[config.mk]
export PLATFORM = sky130hd
export DESIGN_NAME = seq_divider
export DESIGN_NICKNAME = d
export VERILOG_FILES = /design/src/rtl/div_pkg.sv /design/src/rtl/div_prep.sv /design/src/rtl/div_step.sv /design/src/rtl/div_fix.sv /design/src/rtl/seq_divider.sv
export SDC_FILE = /design/constraint.sdc
export NUM_CORES = 1
export LEC_CHECK = 0
export BUFFER_PORTS_ARGS = -buffer_cell sky130_fd_sc_hd__buf_2
export CAP_MARGIN = 20
export CORE_MARGIN = 4
export CORE_UTILIZATION = 30
export DETAILED_ROUTE_END_ITERATION = 8
export PLACE_DENSITY = 0.54
export SYNTH_ARGS = -nofsm -noshare
export SYNTH_HDL_FRONTEND = slang
export SYNTH_SLANG_ARGS = --single-unit
[constraint.sdc]
create_clock -name clk_i -period 4.1 [get_ports clk_i]
set_clock_uncertainty 0.15 [all_clocks]
set_input_delay 0.41 -clock clk_i [delete_from_list [all_inputs] [get_ports clk_i]]
set_output_delay 0.41 -clock clk_i [all_outputs]
set_load 0.005 [all_outputs]
[src/rtl/div_pkg.sv]
package div_pkg;
  typedef enum logic [1:0] {
    ST_IDLE = 2'd0,
    ST_RUN  = 2'd1,
    ST_FIX  = 2'd2
  } div_state_e;
endpackage

[src/rtl/div_prep.sv]
module div_prep #(
  parameter int W = 32
) (
  input  logic [W-1:0] dvd_i,
  input  logic [W-1:0] dvs_i,
  input  logic         sgn_i,
  output logic [W-1:0] dvd_mag_o,
  output logic [W-1:0] dvs_mag_o,
  output logic         neg_q_o,
  output logic         neg_r_o
);
  logic dvd_neg, dvs_neg;
  assign dvd_neg   = sgn_i & dvd_i[W-1];
  assign dvs_neg   = sgn_i & dvs_i[W-1];
  assign dvd_mag_o = dvd_neg ? -dvd_i : dvd_i;
  assign dvs_mag_o = dvs_neg ? -dvs_i : dvs_i;
  assign neg_q_o   = dvd_neg ^ dvs_neg;
  assign neg_r_o   = dvd_neg;
endmodule

[src/rtl/div_step.sv]
module div_step #(
  parameter int W = 32
) (
  input  logic [2*W-1:0] acc_i,
  input  logic [W-1:0]   dvs_i,
  output logic [2*W-1:0] acc_o
);
  // partial remainder after shift needs W+1 bits; one more for the borrow
  logic [W+1:0] trial;
  logic         borrow;
  assign trial  = {1'b0, acc_i[2*W-1:W-1]} - {2'b00, dvs_i};
  assign borrow = trial[W+1];
  assign acc_o  = {borrow ? acc_i[2*W-2:W-1] : trial[W-1:0],
                   acc_i[W-2:0], ~borrow};
endmodule

[src/rtl/div_fix.sv]
module div_fix #(
  parameter int W = 32
) (
  input  logic [2*W-1:0] acc_i,
  input  logic           neg_q_i,
  input  logic           neg_r_i,
  input  logic           dz_i,
  input  logic [W-1:0]   dvd_i,
  output logic [W-1:0]   hi_o,
  output logic [W-1:0]   lo_o
);
  logic [W-1:0] q_mag, r_mag;
  assign q_mag = acc_i[W-1:0];
  assign r_mag = acc_i[2*W-1:W];

  always_comb begin
    if (dz_i) begin
      lo_o = '1;
      hi_o = dvd_i;
    end else begin
      lo_o = neg_q_i ? -q_mag : q_mag;
      hi_o = neg_r_i ? -r_mag : r_mag;
    end
  end
endmodule

[src/rtl/seq_divider.sv]
module seq_divider #(
  parameter int W = 32
) (
  input  logic         clk_i,
  input  logic         rst_ni,
  input  logic         start_i,
  input  logic         signed_i,
  input  logic [W-1:0] dividend_i,
  input  logic [W-1:0] divisor_i,
  output logic         busy_o,
  output logic         done_o,
  output logic         dz_o,
  output logic [W-1:0] hi_o,
  output logic [W-1:0] lo_o
);
  import div_pkg::*;

  localparam int CW = (W > 2) ? $clog2(W) : 1;
  localparam logic [CW-1:0] LAST = CW'(W - 1);

  div_state_e    state_q;
  logic [CW-1:0] cnt_q;
  logic [2*W-1:0] acc_q, acc_nxt;
  logic [W-1:0]  dvs_q, dvd_q;
  logic          nq_q, nr_q, dz_q;
  logic          done_q, dzo_q;
  logic [W-1:0]  hi_q, lo_q;

  logic [W-1:0]  dvd_mag, dvs_mag;
  logic          neg_q, neg_r;
  logic [W-1:0]  hi_fix, lo_fix;
  logic          accept;

  assign accept = start_i && (state_q == ST_IDLE);

  div_prep #(.W(W)) u_prep (
    .dvd_i     (dividend_i),
    .dvs_i     (divisor_i),
    .sgn_i     (signed_i),
    .dvd_mag_o (dvd_mag),
    .dvs_mag_o (dvs_mag),
    .neg_q_o   (neg_q),
    .neg_r_o   (neg_r)
  );

  div_step #(.W(W)) u_step (
    .acc_i (acc_q),
    .dvs_i (dvs_q),
    .acc_o (acc_nxt)
  );

  div_fix #(.W(W)) u_fix (
    .acc_i   (acc_q),
    .neg_q_i (nq_q),
    .neg_r_i (nr_q),
    .dz_i    (dz_q),
    .dvd_i   (dvd_q),
    .hi_o    (hi_fix),
    .lo_o    (lo_fix)
  );

  always_ff @(posedge clk_i or negedge rst_ni) begin
    if (!rst_ni) begin
      state_q <= ST_IDLE;
      cnt_q   <= '0;
      acc_q   <= '0;
      dvs_q   <= '0;
      dvd_q   <= '0;
      nq_q    <= 1'b0;
      nr_q    <= 1'b0;
      dz_q    <= 1'b0;
      done_q  <= 1'b0;
      dzo_q   <= 1'b0;
      hi_q    <= '0;
      lo_q    <= '0;
    end else begin
      done_q <= 1'b0;
      unique case (state_q)
        ST_IDLE: begin
          if (accept) begin
            acc_q   <= {{W{1'b0}}, dvd_mag};
            dvs_q   <= dvs_mag;
            dvd_q   <= dividend_i;
            nq_q    <= neg_q;
            nr_q    <= neg_r;
            dz_q    <= (divisor_i == '0);
            cnt_q   <= '0;
            state_q <= ST_RUN;
          end
        end
        ST_RUN: begin
          acc_q <= acc_nxt;
          cnt_q <= cnt_q + 1'b1;
          if (cnt_q == LAST) state_q <= ST_FIX;
        end
        ST_FIX: begin
          hi_q    <= hi_fix;
          lo_q    <= lo_fix;
          dzo_q   <= dz_q;
          done_q  <= 1'b1;
          state_q <= ST_IDLE;
        end
        default: state_q <= ST_IDLE;
      endcase
    end
  end

  assign busy_o = (state_q != ST_IDLE);
  assign done_o = done_q;
  assign dz_o   = dzo_q;
  assign hi_o   = hi_q;
  assign lo_o   = lo_q;
endmodule

==> impl_metrics.tcl <==
set metrics [dict create \
    grt_use_met3 0.0219 \
    die_area_mm2 0.0447 \
    grt_max_degree 117 \
    grt_antenna_before_repair 1 \
    fmax_mhz 271 \
    hold_violations 0 \
    endpoint_kind "flop" \
    rsz0062_at_grt "false" \
    clock_sinks 204 \
    htreeDepth 1 \
    finalSetupViolCount 0 \
    avgViaCountPerCell 5.04 \
    layout_commonest_cell "nand2_1" \
    cts_root_buf "clkbuf_16" \
    maxSlewHeadroom 0.441 \
    grt_pass1_vias 10600 \
    cpPeakStageDelay_ps 460 \
    setup_tns_ps 0 \
    busiest_layer "met2" \
    synth_area_per_cell_um2 8.44 \
    crit_top_cell "o21ai_0" \
    syn_area_mm2 0.0124 \
    area_delta_synth_final_pct 17.7 \
    cts_tree "yes" \
    die_w_um 211 \
    crit_required_ps 4350 \
    hold_class "primary input to flop" \
    layout_common_cells "nand2_1, dfrtp_1, o21ai_0, buf_2, a21oi_1" \
    grt-ovfl-total 0 \
    hold_start "dividend_i[5]" \
    cp_max_fo 19 \
    via_count 10800 \
    grt_use_total 0.157 \
    io_pins 135 \
    ant_nets 0 \
    outcome "complete, no violations" \
    fin_crit_ps 3690 \
    r2r-end "acc_q[44]$_DFFE_PN0P_" \
    syn_nets 1578 \
    drtPass1Iterations 5 \
    nets 1695 \
    gp_congestion 0.873 \
    core_mm2 0.0408 \
    syn_inst 1471 \
    leakage_nw 6.64 \
    dpl_cell_area_mm2 0.0137 \
    finalWirelength_um 36200 \
    crit_buf_inv 1 \
    synth-seq-area-share 0.411 \
    ir_drop_uv 326 \
    rr_startpoint "acc_q[37]$_DFFE_PN0P_" \
    grt_use_met1 0.226 \
    holdPathStages 3 \
    hpwl_um 27000 \
    die_y_um 211 \
    critical_path_class "flop to flop" \
    slowest_stage "dfrtp_1" \
    p_per_area_mw_per_mm2 846 \
    io_buffers 134 \
    power_mw 12.4 \
    synthArstFlopShare 1.00 \
    route.detailed.drc 0 \
    clock_latency_ps 520 \
    crit_family "compound AO/OA/AOI/OAI gates" \
    drv_cap 0 \
    post-cts-setup-buffer-count 0 \
    post_cts_resized 0 \
    slew_violations 0 \
    cts_buffers 25 \
    ys_ff_latch 204 \
    design_area_mm2 0.0146 \
    final_util 0.358 \
    crit_path_cell_trace "ha_1, a2111o_1, o21ai_0, a211oi_1, o21ai_0, a21oi_1, or3_1, buf_4, mux2i_1, a22o_1" \
    r2r_cells 10 \
    ys_types 61 \
    drtIter0Drc 666 \
    synthFlopType "dfrtp_1" \
    start_kind "flop" \
    synth-edff-count 0 \
    floorplan.initialDensity 0.304 \
    grt_pass1_wl_um 58100 \
    hold_end "dvd_q[5]$_DFFE_PN0P_" \
    avgRoutedWirePerCell_um 16.9 \
    finalNonFillerCells 2139 \
    yosysWarnings 0 \
    r2r_setup_slack_ps 410 \
    cts_hold_repair.buffers 6 \
    placed_cells 2086 \
    crit_arrival_ps 3940 \
    layout-drive-gt1-share 0.139 \
    period_share 0.900 \
    worst_pin_slew_ps 839 \
    fill_cells 4204 \
    cts.clk_slew.worst_paths_ps 60 \
    num_rows 74 \
    ctsLongestPathBuffers 3 \
    grt_util_met2 0.256 \
]
==> worst max-delay path by stage <==
stage	start	to	slack, ps	cells past startpoint
5_1_grt	acc_q[37]$_DFFE_PN0P_	acc_q[43]$_DFFE_PN0P_	120	10
4_1_cts	acc_q[37]$_DFFE_PN0P_	acc_q[44]$_DFFE_PN0P_	400	10
3_5_place_dp	acc_q[37]$_DFFE_PN0P_	acc_q[44]$_DFFE_PN0P_	420	10
3_3_place_gp	acc_q[37]$_DFFE_PN0P_	acc_q[44]$_DFFE_PN0P_	460	10
6_report	acc_q[37]$_DFFE_PN0P_	acc_q[44]$_DFFE_PN0P_	410	10
2_1_floorplan	acc_q[48]$_DFFE_PN0P_	acc_q[33]$_DFFE_PN0P_	930	12
==> cell usage after synthesis (3+ instances only) <==
cell / instances / area, um2
a211oi_1: 5 / 37.5
a21o_1: 10 / 75.1
a21oi_1: 125 / 626
a22oi_1: 24 / 180
a31oi_1: 10 / 62.6
a32oi_1: 4 / 35.0
and2_1: 7 / 43.8
and3_1: 19 / 119
buf_2: 3 / 15.0
buf_6: 4 / 45.0
clkbuf_1: 69 / 259
dfrtp_1: 204 / 5100
ha_1: 38 / 475
inv_1: 51 / 191
mux2i_1: 25 / 250
nand2_1: 239 / 897
nand2b_1: 10 / 62.6
nand3_1: 30 / 150
nand4_1: 8 / 50.1
nor2_1: 110 / 413
nor2b_1: 10 / 62.6
nor3_1: 17 / 85.1
nor4_1: 7 / 43.8
o211ai_1: 4 / 30.0
o21a_1: 7 / 52.6
o21ai_0: 176 / 881
o21ai_1: 3 / 15.0
o22a_1: 4 / 35.0
o31ai_1: 29 / 218
o41ai_1: 14 / 123
or3_1: 15 / 93.8
or4_1: 9 / 67.6
or4_4: 4 / 45.0
xnor2_1: 67 / 587
xor2_1: 78 / 683
==> metal layers <==
| metal | up-vias | routed length [um] |
|---|---|---|
| met5 | - | 0 |
| met4 | 0 | 577 |
| met3 | 38 | 2020 |
| met2 | 285 | 16400 |
| met1 | 5087 | 17200 |
| li1 | 5379 | - |
==> registers in the layout, indices dropped and copies added (netlist names), 2 cells and up <==
name,count
state_q,2
dvs_q,32
dvd_q,32
cnt_q,5
lo_o,32
hi_o,32
acc_q,64
==> cell families after synthesis <==
family	share of synthesized area
XOR/XNOR	0.102
adder cells (fa/ha/maj)	0.0399
AO/OA/AOI/OAI	0.205
AND/OR/NAND/NOR	0.179
multiplexers	0.0202
flip-flops	0.411
buffers and inverters	0.0428
==> tightest hold or removal path, cell delays in order <==
cell	delay (ps)
buf_2	140
nand2_1	60
nand2_1	40
==> report_power, final <==
part,switching (mW),internal [mW]
clock network,0.897,1.40
registers,0.861,2.81
logic,3.67,2.71
==> cell type report <==
class                   count  area [um2]  share of cell area
multi-input cells        1138        6800               0.465
flip-flops and latches    204        5110               0.350
repair buffers            168         982              0.0672
clock buffers              31         698              0.0478
well taps                 532         666              0.0456
inverters                  51         191              0.0131
clock inverters            14         164              0.0112
diodes                      1        2.50            0.000171
==> through the flow <==
step | worst slack, ps | hold WS (ps)
after floorplan | 931 | -35.6
after global placement | 462 | 301
after detailed placement | 424 | 307
after CTS | 403 | 1.19
after global routing | 123 | 18.4
final | 408 | 21.2
(Power assumes the default switching activity.)
